File: config.mk
export PLATFORM = sky130hd
export DESIGN_NAME = idxmod_unit
export DESIGN_NICKNAME = d
export VERILOG_FILES = /design/src/rtl/idxmod_pkg.sv /design/src/rtl/idxmod_split.sv /design/src/rtl/idxmod_lane.sv /design/src/rtl/idxmod_unit.sv
export SDC_FILE = /design/constraint.sdc
export NUM_CORES = 1
export LEC_CHECK = 0
export BUFFER_PORTS_ARGS = -buffer_cell sky130_fd_sc_hd__buf_2
export CELL_PAD_IN_SITES_DETAIL_PLACEMENT = 1
export CELL_PAD_IN_SITES_GLOBAL_PLACEMENT = 1
export CORE_UTILIZATION = 45
export DETAILED_ROUTE_END_ITERATION = 8
export GPL_TIMING_DRIVEN = 1
export PLACE_DENSITY_LB_ADDON = 0.1
export REMOVE_ABC_BUFFERS = 1
export SYNTH_ARGS = -nofsm -noshare
export SYNTH_HDL_FRONTEND = slang
export SYNTH_HIERARCHICAL = 1
export SYNTH_SLANG_ARGS = --single-unit
File: constraint.sdc
create_clock -name clk -period 3.78 [get_ports clk]
set_clock_uncertainty 0.1 [all_clocks]
set_input_delay 0 -clock clk [delete_from_list [all_inputs] [get_ports clk]]
set_output_delay 0 -clock clk [all_outputs]
set_load 0.01 [all_outputs]
File: src/rtl/idxmod_pkg.sv
package idxmod_pkg;
  localparam int WORD_W  = 24;
  localparam int NRM_AW  = 15;
  localparam int EXT_AW  = 22;
  localparam int DATA_NW = 12;
  localparam int JMP_NW  = 15;
  localparam int SEL_W   = 2;

  typedef enum logic [1:0] {
    OP_DATA = 2'd0,
    OP_JUMP = 2'd1,
    OP_LOOP = 2'd2,
    OP_JALT = 2'd3
  } op_kind_t;
endpackage

File: src/rtl/idxmod_split.sv
module idxmod_split #(
  parameter int WORD_W = 24,
  parameter int AW     = 15
) (
  input  logic [WORD_W-1:0]    word_i,
  output logic [AW-1:0]        mod_o,
  output logic [WORD_W-AW-1:0] cnt_o
);
  // Counter occupies the bits above the modifier field.
  assign mod_o = word_i[AW-1:0];
  assign cnt_o = word_i[WORD_W-1:AW];
endmodule

File: src/rtl/idxmod_lane.sv
module idxmod_lane #(
  parameter int WORD_W = 24,
  parameter int AW     = 15,
  parameter int NW     = 15
) (
  input  logic [WORD_W-1:0] word_i,
  input  logic [NW-1:0]     n_i,
  input  logic              use_mod_i,
  output logic [AW-1:0]     ea_o,
  output logic [WORD_W-1:0] next_word_o,
  output logic              cnt_zero_o
);
  localparam int CW = WORD_W - AW;

  logic [AW-1:0] mod_f;
  logic [CW-1:0] cnt_f;
  logic [AW-1:0] mod_eff;
  logic [AW-1:0] mod_nx;
  logic [CW-1:0] cnt_nx;

  idxmod_split #(.WORD_W(WORD_W), .AW(AW)) u_split (
    .word_i (word_i),
    .mod_o  (mod_f),
    .cnt_o  (cnt_f)
  );

  always_comb begin
    mod_eff     = use_mod_i ? mod_f : '0;
    ea_o        = mod_eff + AW'(n_i);
    mod_nx      = mod_f + AW'(1);
    cnt_nx      = cnt_f - CW'(1);
    next_word_o = {cnt_nx, mod_nx};
    cnt_zero_o  = (cnt_nx == '0);
  end
endmodule

File: src/rtl/idxmod_unit.sv
module idxmod_unit
  import idxmod_pkg::*;
(
  input  logic              clk,
  input  logic              rst_n,
  input  logic              in_valid,
  output logic              in_ready,
  input  logic [SEL_W-1:0]  in_m,
  input  logic [JMP_NW-1:0] in_n,
  input  logic [1:0]        in_kind,
  input  logic              in_ext,
  output logic [SEL_W-1:0]  mod_rd_sel,
  input  logic [WORD_W-1:0] mod_rd_data,
  output logic              mod_wr_en,
  output logic [SEL_W-1:0]  mod_wr_sel,
  output logic [WORD_W-1:0] mod_wr_data,
  output logic              out_valid,
  input  logic              out_ready,
  output logic [EXT_AW-1:0] out_addr,
  output logic              out_taken
);
  localparam int NLANE = 2;

  op_kind_t          kind;
  logic              accept;
  logic              is_loop;
  logic              is_data;
  logic              m_live;
  logic              use_mod;
  logic [JMP_NW-1:0] n_eff;
  logic [EXT_AW-1:0] lane_ea    [NLANE];
  logic [WORD_W-1:0] lane_word  [NLANE];
  logic              lane_zero  [NLANE];
  logic [EXT_AW-1:0] ea_sel;
  logic [WORD_W-1:0] word_sel;
  logic              zero_sel;
  logic [EXT_AW-1:0] res_addr;
  logic              res_taken;

  assign kind     = op_kind_t'(in_kind);
  assign is_loop  = (kind == OP_LOOP);
  assign is_data  = (kind == OP_DATA);
  assign m_live   = (in_m != '0);
  assign use_mod  = m_live && !is_loop;
  assign in_ready = !out_valid || out_ready;
  assign accept   = in_valid && in_ready;
  assign n_eff    = is_data ? JMP_NW'(in_n[DATA_NW-1:0]) : in_n;

  // Lane 0 handles normal mode, lane 1 extended mode.
  for (genvar g = 0; g < NLANE; g++) begin : g_lane
    localparam int LAW = (g == 0) ? NRM_AW : EXT_AW;
    logic [LAW-1:0] ea_w;
    idxmod_lane #(.WORD_W(WORD_W), .AW(LAW), .NW(JMP_NW)) u_lane (
      .word_i      (mod_rd_data),
      .n_i         (n_eff),
      .use_mod_i   (use_mod),
      .ea_o        (ea_w),
      .next_word_o (lane_word[g]),
      .cnt_zero_o  (lane_zero[g])
    );
    assign lane_ea[g] = EXT_AW'(ea_w);
  end

  always_comb begin
    ea_sel   = in_ext ? lane_ea[1]   : lane_ea[0];
    word_sel = in_ext ? lane_word[1] : lane_word[0];
    zero_sel = in_ext ? lane_zero[1] : lane_zero[0];
    if (is_loop) begin
      res_addr  = EXT_AW'(in_n);
      res_taken = m_live && zero_sel;
    end else begin
      res_addr  = ea_sel;
      res_taken = 1'b0;
    end
  end

  assign mod_rd_sel  = in_m;
  assign mod_wr_en   = accept && is_loop && m_live;
  assign mod_wr_sel  = in_m;
  assign mod_wr_data = word_sel;

  always_ff @(posedge clk or negedge rst_n) begin
    if (!rst_n) begin
      out_valid <= 1'b0;
      out_addr  <= '0;
      out_taken <= 1'b0;
    end else if (accept) begin
      out_valid <= 1'b1;
      out_addr  <= res_addr;
      out_taken <= res_taken;
    end else if (out_ready) begin
      out_valid <= 1'b0;
    end
  end
endmodule

Word-level counts from Yosys, hierarchy flattened:

Index checks and enable logic that the tools add are counted.

* memories: 0
* bits in latches: 0
* RAM bits: 0
* output and inout port bits: 54
* memory bits (read-only): 0
* word-level logic and storage cells: 33
* register bits after elaboration: 24

* bitwise gates (word level): 0
* reduce and logical (&&, ||, !) cells: 13
* $add $sub $neg: 6
* div/mod/pow operators: 0
* magnitude comparators: 0
* equal/unequal tests: 1
* mux-type cells: 10
* shifts and indexed selects: 0
* multipliers: 0

Operators by type and width (number)
* $mux 22: 3
* $mux 15: 2
* $mux 24: 1
* $add 22x1->22 const B: 1
* $add 22x15->22: 1
* $add 15x1->15 const B: 1
* $add 15x15->15: 1
* $logic_not 9->1: 1
* $sub 9x1->9 const B: 1
* $logic_and 1x1->1: 5
* $logic_not 2->1: 2
* $mux 1: 4
* $reduce_bool 2->1: 2
* $eq 2x2->1 const B: 1
* $logic_not 1->1: 2
* $sub 2x1->2 const B: 1
* $logic_or 1x1->1: 1

Logic depth before layout (Yosys ltp):

Gate-level depths: netlist (run 1).

* depth in word-level cells: 7
* depth in mapped cells: 18

Modules after synthesis:

Netlist (run 1), hierarchy kept.

By module, submodules not included
* idxmod_unit: area each 1706.6 um2, times used 1, cells an instance 152, seq. area each 600.6 um2
* idxmod_lane (g_lane[0].u_lane): area each 1331.3 um2, times used 1, cells an instance 184, seq. area each 0.0 um2
* idxmod_lane (g_lane[1].u_lane): area each 1312.5 um2, times used 1, cells an instance 201, seq. area each 0.0 um2
* idxmod_split: area each 180.2 um2, times used 2, cells an instance 24, seq. area each 0.0 um2

Worst setup path before layout (run 1):

Ideal clock, no wire load.

* path type: input to register
* start point: in in_kind[1]
* end point: reg out_addr[20]
* library setup time: 65 ps
* path slack: 665 ps
* buffers on the path: 3
* stages on the path: 17
* arrival: 2949 ps
* required time: 3615 ps
* path through: nor2b_1 > buf_6 > buf_12 > nor2_1 > clkbuf_1 > inv_1 > nor2_1 > ha_1 > inv_1 > fa_1 > nor2b_1 > o31a_1 > a221oi_2 > o31a_1 > or3_1 > a21oi_1 > a22o_1

* cells in the longest elaborated chain, start to end: 7

RTL lines
* from (decl): line idxmod_unit.sv:10 `input logic [1:0] in_kind,`
* $eq 2x2->1: line idxmod_unit.sv:41 `assign is_loop = (kind == OP_LOOP);`
* $logic_not 1->1: line idxmod_unit.sv:44 `assign use_mod = m_live && !is_loop;`
* $logic_and 1x1->1: line idxmod_unit.sv:44
* net use_mod: line idxmod_unit.sv:29 `logic use_mod;`
* $mux 22: line idxmod_lane.sv:28 `mod_eff = use_mod_i ? mod_f : '0;`
* $add 22x15->22: line idxmod_lane.sv:29 `ea_o = mod_eff + AW'(n_i);`
* net g_lane[1].ea_w[20]: line idxmod_unit.sv:52 `logic [LAW-1:0] ea_w;`
* $mux 22: line idxmod_unit.sv:65 `ea_sel = in_ext ? lane_ea[1] : lane_ea[0];`
* $mux 22: line idxmod_unit.sv:68 `if (is_loop) begin`
* to (signal assigned): line idxmod_unit.sv:89 `out_addr <= res_addr;`
* to (decl): line idxmod_unit.sv:19 `output logic [EXT_AW-1:0] out_addr,`

The timed path passes the listed nets, and every way through them passes these cells.
A chain may end at the register's enable or synchronous reset.

Final worst setup path (run 1):

* start point: in in_kind[1]
* end point: reg out_addr[16]

The elaborated chain is that of the path after synthesis.

==> results of run 1 <==
[cells in the mapped netlist (7+ instances only)]
library cell	number
buf_4	55
nand2_1	45
nor2_1	40
xnor2_1	37
ha_1	34
and2_1	29
mux2_2	25
a21oi_1	24
dfrtp_1	24
xor2_1	24
nor2b_1	23
nand3_1	21
o211ai_1	18
inv_1	15
o2bb2ai_1	15
o21ai_0	12
a211oi_1	10
a211oi_2	10
and3_1	10
a21o_1	9
buf_2	8
nor3_1	8
a22o_1	7
[area by class of cell]
type	instances	area (um^2)	area share
flip-flops and latches	24	601	0.119
repair buffers	118	666	0.132
clock inverters	1	30.0	0.00594
well taps	133	166	0.0329
inverters	15	56.3	0.0111
multi-input cells	470	3500	0.692
clock buffers	3	41.3	0.00816
[placed cells by master, fill, tap and decap left out, types with 2 or more instances in the layout]
cell / synthesis / routed
xor2_1: 24 / 24
nand3_1: 21 / 21
mux2_2: 25 / 25
a21oi_2: 2 / 2
a211oi_2: 10 / 10
a2111oi_2: 2 / 2
ha_1: 34 / 34
nand3b_1: 3 / 3
o211ai_1: 18 / 18
dlygate4sd3_1: 0 / 13
a21oi_1: 24 / 24
nand2_1: 45 / 45
o2111ai_1: 2 / 2
fa_1: 2 / 2
a21o_1: 9 / 9
nor2_1: 40 / 40
a221oi_1: 2 / 2
a22o_1: 7 / 7
o21a_1: 3 / 3
a211oi_1: 10 / 10
nand4_1: 6 / 6
mux2i_1: 3 / 3
xnor2_1: 37 / 37
o31a_1: 4 / 4
nand2b_1: 6 / 6
o2bb2ai_1: 15 / 15
nor2b_1: 23 / 23
or3_1: 5 / 5
nor3_1: 8 / 8
o21ai_0: 12 / 12
o31ai_1: 2 / 2
buf_2: 8 / 101
inv_1: 15 / 15
buf_4: 55 / 4
and2_1: 29 / 29
dfrtp_1: 24 / 24
clkbuf_8: 0 / 3
and3_1: 10 / 10
[state kept, by name (all words and copies together), names as in the netlist]
name	flops
out_valid	1
out_addr	22
out_taken	1
[power by group]
group | switching, W | leakage, nW | internal, W
logic | 0.000410 | 1.93 | 0.000318
clock network | 0.000107 | 0.0357 | 0.000142
registers | 0.0000231 | 0.304 | 0.000296
total | 0.000540 | 2.27 | 0.000756
[what timing repair did]
action                    4_1_cts  5_1_grt
hold endpoints to repair       36        0
hold buffers                   13        0
setup buffers                   0        0
[cells by family after synthesis]
| logic type | share of synthesized area |
|---|---|
| buffers and inverters | 0.130 |
| xor gates and xnor gates | 0.113 |
| AOI/OAI and AO/OA | 0.224 |
| adders and majority gates | 0.0988 |
| muxes | 0.0661 |
| and+or+nand+nor | 0.240 |
| DFF | 0.127 |
[worst max-delay path, delay by kind of cell]
kind,cells,cell delay (ps)
buffers and inverters,4,640
AND/OR/NAND/NOR,5,870
adder cells (fa/ha/maj),2,600
AO/OA/AOI/OAI,5,940
[per-layer routing]
metal  global-route usage  part of all wire  up-vias
met5                    0                 0        -
met4               0.0694             0.015        0
met3               0.0238             0.038       15
met2                0.459              0.48      103
met1                0.332              0.46     2171
li1                     -                 -     2135
[per-stage QoR]
stage	cell area [um^2]	utilization	setup WS, ps	total power (W)
3_3_place_gp	4860	0.488	704	0.00101
6_report	5060	0.508	851	0.00130
2_1_floorplan	4160	-	153	0.000781
3_5_place_dp	4860	0.488	579	0.00104
5_1_grt	5060	0.508	601	0.00138
4_1_cts	5060	0.508	882	0.00131
[path summary, 6_finish.rpt]
kind	end	slack [ps]	cells past startpoint
max reg2reg	out_taken$_DFFE_PN0P_	1940	4
min reg2reg	out_addr[10]$_DFFE_PN0P_	390	1
max	out_addr[16]$_DFFE_PN0P_	850	16
min	out_addr[11]$_DFFE_PN0P_	20	3
max in group asynchronous	out_addr[14]$_DFFE_PN0P_	2980	2
min in group asynchronous	out_addr[2]$_DFFE_PN0P_	190	2
==> flow_summary.json, run 1 <==
{
  "netlist_area_um2": 4710,
  "syn_to_final_growth_pct": 7.38,
  "critPathKind": "input port to flip-flop",
  "yosysTopAreaCellShare": 0.127,
  "min_period_over_period": 0.775,
  "synth-edff-count": 0,
  "dpl.hpwl_um": 10600,
  "ys_seq_area_frac": 0.127,
  "status": "finished clean",
  "rr_startpoint": "out_valid$_DFFE_PN0P_",
  "ys_ff_latch": 24,
  "htreeDepth": 1,
  "p_leak_nw": 2.27,
  "synthCells": 585,
  "clkSinkCount": 24,
  "n_antenna_cell": 0,
  "max_cap_viol_count": 0,
  "io_buffers": 101,
  "startpoint": "in_kind[1]",
  "drc": 0,
  "antenna_found_initial": 0,
  "rsz0062_at_grt": "false",
  "fill_cells": 1291,
  "synthTopCellsByArea": "dfrtp_1 13%, ha_1 9.0%, buf_4 8.8%",
  "grt_pass1_vias": 4508,
  "slowest_stage": "fa_1",
  "fp.dieArea_um2": 10900,
  "worstSetupEndpointType": "flip-flop",
  "drtIter0Drc": 160,
  "hold_viol": 0,
  "cts_made_buffers": 3,
  "synth.avg_cell_area_um2": 8.05,
  "final_cells": 764,
  "ys_warn_count": 6,
  "ir_drop_mv": 0.153,
  "insertion_delay_ps": 290,
  "startpoint_type": "input port",
  "critPathRequiredTime_ps": 3920,
  "hold_class": "input port to flip-flop",
  "hp-start": "in_n[11]",
  "async_flop_share": 1.00,
  "arrival_ps": 3070,
  "slew_headroom": 0.579,
  "grt_pass1_wl_um": 22900,
  "fmax_ghz": 0.341,
  "placeableCoreArea_um2": 9950,
  "post-place-cells": 747,
  "track_usage": 0.259,
  "die_x_um": 104,
  "powerDensity_nw_per_um2": 256,
  "setup_violations": 0,
  "grt-ovfl-total": 0,
  "cts_tree": "yes",
  "cp_cell_sequence": "buf_2 > nor2b_1 > nor2_1 > buf_4 > inv_1 > nor2_1 > ha_1 > inv_1 > fa_1 > nor2b_1 > o31a_1 > a221oi_2 > o31a_1 > or3_1 > a21oi_1 > a22o_1",
  "grt_max_degree": 36,
  "fin_tns_setup_ps": 0,
  "drt-wirelength-per-cell_um": 18.1,
  "synth_ff_type": "dfrtp_1",
  "start_util": 0.473,
  "cp_slowest_stage_delay_ps": 410,
  "nets": 716,
  "antenna_left": 0,
  "crit_fanout": 35,
  "layout-drive-gt1-share": 0.257,
  "drt_wl_total_um": 13800,
  "clk_pin_slew_ps": 100,
  "final_max_slew_viol_count": 0,
  "num_vias": 4424,
  "cts_buffer_depth": 2,
  "post_synth_num_cell_types": 67,
  "clock-root-buffer": "clkbuf_8",
  "first_pass_iters": 4,
  "yosysTopAreaCell": "dfrtp_1",
  "fp-row-count": 36,
  "hold_ws_ps": 22.7,
  "gp_congestion": 0.878,
  "tightest_slew_ps": 631,
  "min_period_ps": 2930,
  "die_h_um": 104,
  "pin_count": 102,
  "via_per_inst": 5.79,
  "cts_resized": 0
}
Note: power is estimated with default switching activity, not from simulation.
==> inputs of run 2 (changes only) <==
CORE_UTILIZATION = 38   (was 45)
clock period = 2.39 ns   (was 3.78 ns; I/O delays follow)
==> run 2 against run 1 <==
  * The flow now finishes with violations (negative setup slack)
  * Via count up 7.2%
  * Global-route usage down 0.82 points
  * Flip-flop and latch count unchanged
  * Largest power group unchanged
  * Highest routed layer unchanged
==> flow_summary.json, run 2 (synthesis gave the netlist of run 1 again) <==
{
  "status": "finished with violations",
  "violations": "negative setup slack",
  "antenna_found_initial": 0,
  "rsz0062_at_grt": "true",
  "fp.dieArea_um2": 12800,
  "min_period_over_period": 1.02,
  "start_util": 0.391,
  "grt_pass1_wl_um": 25900,
  "final_common_cell": "buf_2",
  "grt_max_degree": 32,
  "drtIter0Drc": 130,
  "layout_setup_ws_ps": -55.3,
  "htreeDepth": 1,
  "via_per_inst": 5.34,
  "startpoint_type": "input port",
  "syn_to_final_growth_pct": 30.8,
  "worstSetupEndpointType": "flip-flop",
  "arrival_ps": 2560,
  "largest_reg_flops": 22,
  "max_cap_viol_count": 0,
  "tightest_slew_ps": 656,
  "setup_violations": 4,
  "cts_buffer_depth": 2,
  "antenna_left": 0,
  "die_x_um": 113,
  "ir_drop_mv": 0.260,
  "drc": 0,
  "cts_made_buffers": 3,
  "num_vias": 4744,
  "nets": 805,
  "drt-wirelength-per-cell_um": 17.8,
  "final_util": 0.511,
  "die_h_um": 113,
  "placeableCoreArea_um2": 12100,
  "first_pass_iters": 4,
  "min_period_ps": 2450,
  "largest-register": "out_addr",
  "gp_congestion": 0.847,
  "grt_pass1_vias": 5027,
  "powerDensity_nw_per_um2": 408,
  "n_antenna_cell": 0,
  "hp-start": "in_n[8]",
  "final_max_slew_viol_count": 0,
  "place_ws_ps": -530,
  "pin_count": 102,
  "crit_fanout": 7,
  "dpl.hpwl_um": 12000,
  "hold_ws_ps": 26.2,
  "startpoint": "in_kind[1]",
  "hold_class": "input port to flip-flop",
  "track_usage": 0.251,
  "drt_wl_total_um": 15800,
  "layout-drive-gt1-share": 0.429,
  "final_cell_mix": "99 x buf_2, 94 x buf_4, 45 x nand2_1",
  "reg.largest.list": "out_addr: 22 flops, out_taken: 1 flops, out_valid: 1 flops",
  "critPathKind": "input port to flip-flop",
  "grt-ovfl-total": 0,
  "fp-row-count": 40,
  "io_buffers": 101,
  "cts_tree": "yes",
  "slew_headroom": 0.561,
  "fin_tns_setup_ps": -169,
  "critPathRequiredTime_ps": 2510,
  "hold_viol": 0,
  "clk_pin_slew_ps": 70,
  "clkSinkCount": 24,
  "fmax_ghz": 0.409,
  "clock-root-buffer": "clkbuf_16",
  "insertion_delay_ps": 270,
  "rr_startpoint": "out_valid$_DFFE_PN0P_",
  "p_leak_nw": 2.78
}
==> run 2: cell count changes in the layout (fill, tap and decap cells not counted), sizes merged <==
| cell | change |
|---|---|
| buf | +92 |
| dlygate4sd3 | -3 |
==> run 2: routing by layer <==
layer  share of wire  vias to the layer above  global-route usage
met4           0.011                        0              0.0632
met3           0.039                       15              0.0230
met5               0                        -                   0
met2            0.49                      108               0.440
met1            0.46                     2305               0.329
li1                -                     2316                   -
==> run 2: path summary, 6_finish.rpt <==
path / to / slack (ps) / cells after the start
setup / recovery: out_addr[20]$_DFFE_PN0P_ / -60 / 16
setup reg to reg: out_addr[13]$_DFFE_PN0P_ / 540 / 5
min in group asynchronous: out_addr[13]$_DFFE_PN0P_ / 200 / 2
max in group asynchronous: out_addr[7]$_DFFE_PN0P_ / 1580 / 2
hold / removal: out_addr[8]$_DFFE_PN0P_ / 30 / 3
hold reg to reg: out_addr[4]$_DFFE_PN0P_ / 390 / 1
==> run 2: report_power, final <==
| part | total, W | switching (W) | internal, W |
|---|---|---|---|
| clock | 0.000520 | 0.000185 | 0.000335 |
| sequential | 0.000503 | 0.0000355 | 0.000468 |
| combinational | 0.00149 | 0.000759 | 0.000728 |
| total | 0.00251 | 0.000980 | 0.00153 |
==> run 2: cell type report <==
cell class	count	area, um^2
repair buffers	207	1350
multi-input cells	470	3830
well taps	168	210
clock buffers	3	75.1
flip-flops and latches	24	601
inverters	15	61.3
clock inverters	1	30.0
fillers	1474	5900
==> run 2: timing repair <==
action / CTS / global route
cloned: 1 / 0
endpoints found under the hold margin: 33 / 0
resized for setup: 32 / 52
pin swaps: 18 / 29
endpoints found under the setup margin: 14 / 17
hold buffers: 10 / 0
buffers inserted: 4 / 4
==> run 2: metrics by stage <==
step                cells  power [W]  instance area [um^2]
floorplan             509    0.00124                  4160
global placement      865    0.00179                  5520
detailed placement    865    0.00182                  5520
CTS                   884    0.00244                  5900
global route          888    0.00268                  6160
finish                888    0.00251                  6160
==> run 2: critical path, cell delays in order <==
cell      delay [ps]
buf_6             90
nor2b_4          120
nor2_4           160
buf_8            160
inv_6             40
nor2_4            80
ha_4             140
inv_2             40
fa_2             360
nor2b_4          130
o31a_1           200
a221oi_2          90
o31a_1           320
or3_1            330
a21oi_1          150
a22o_1           140
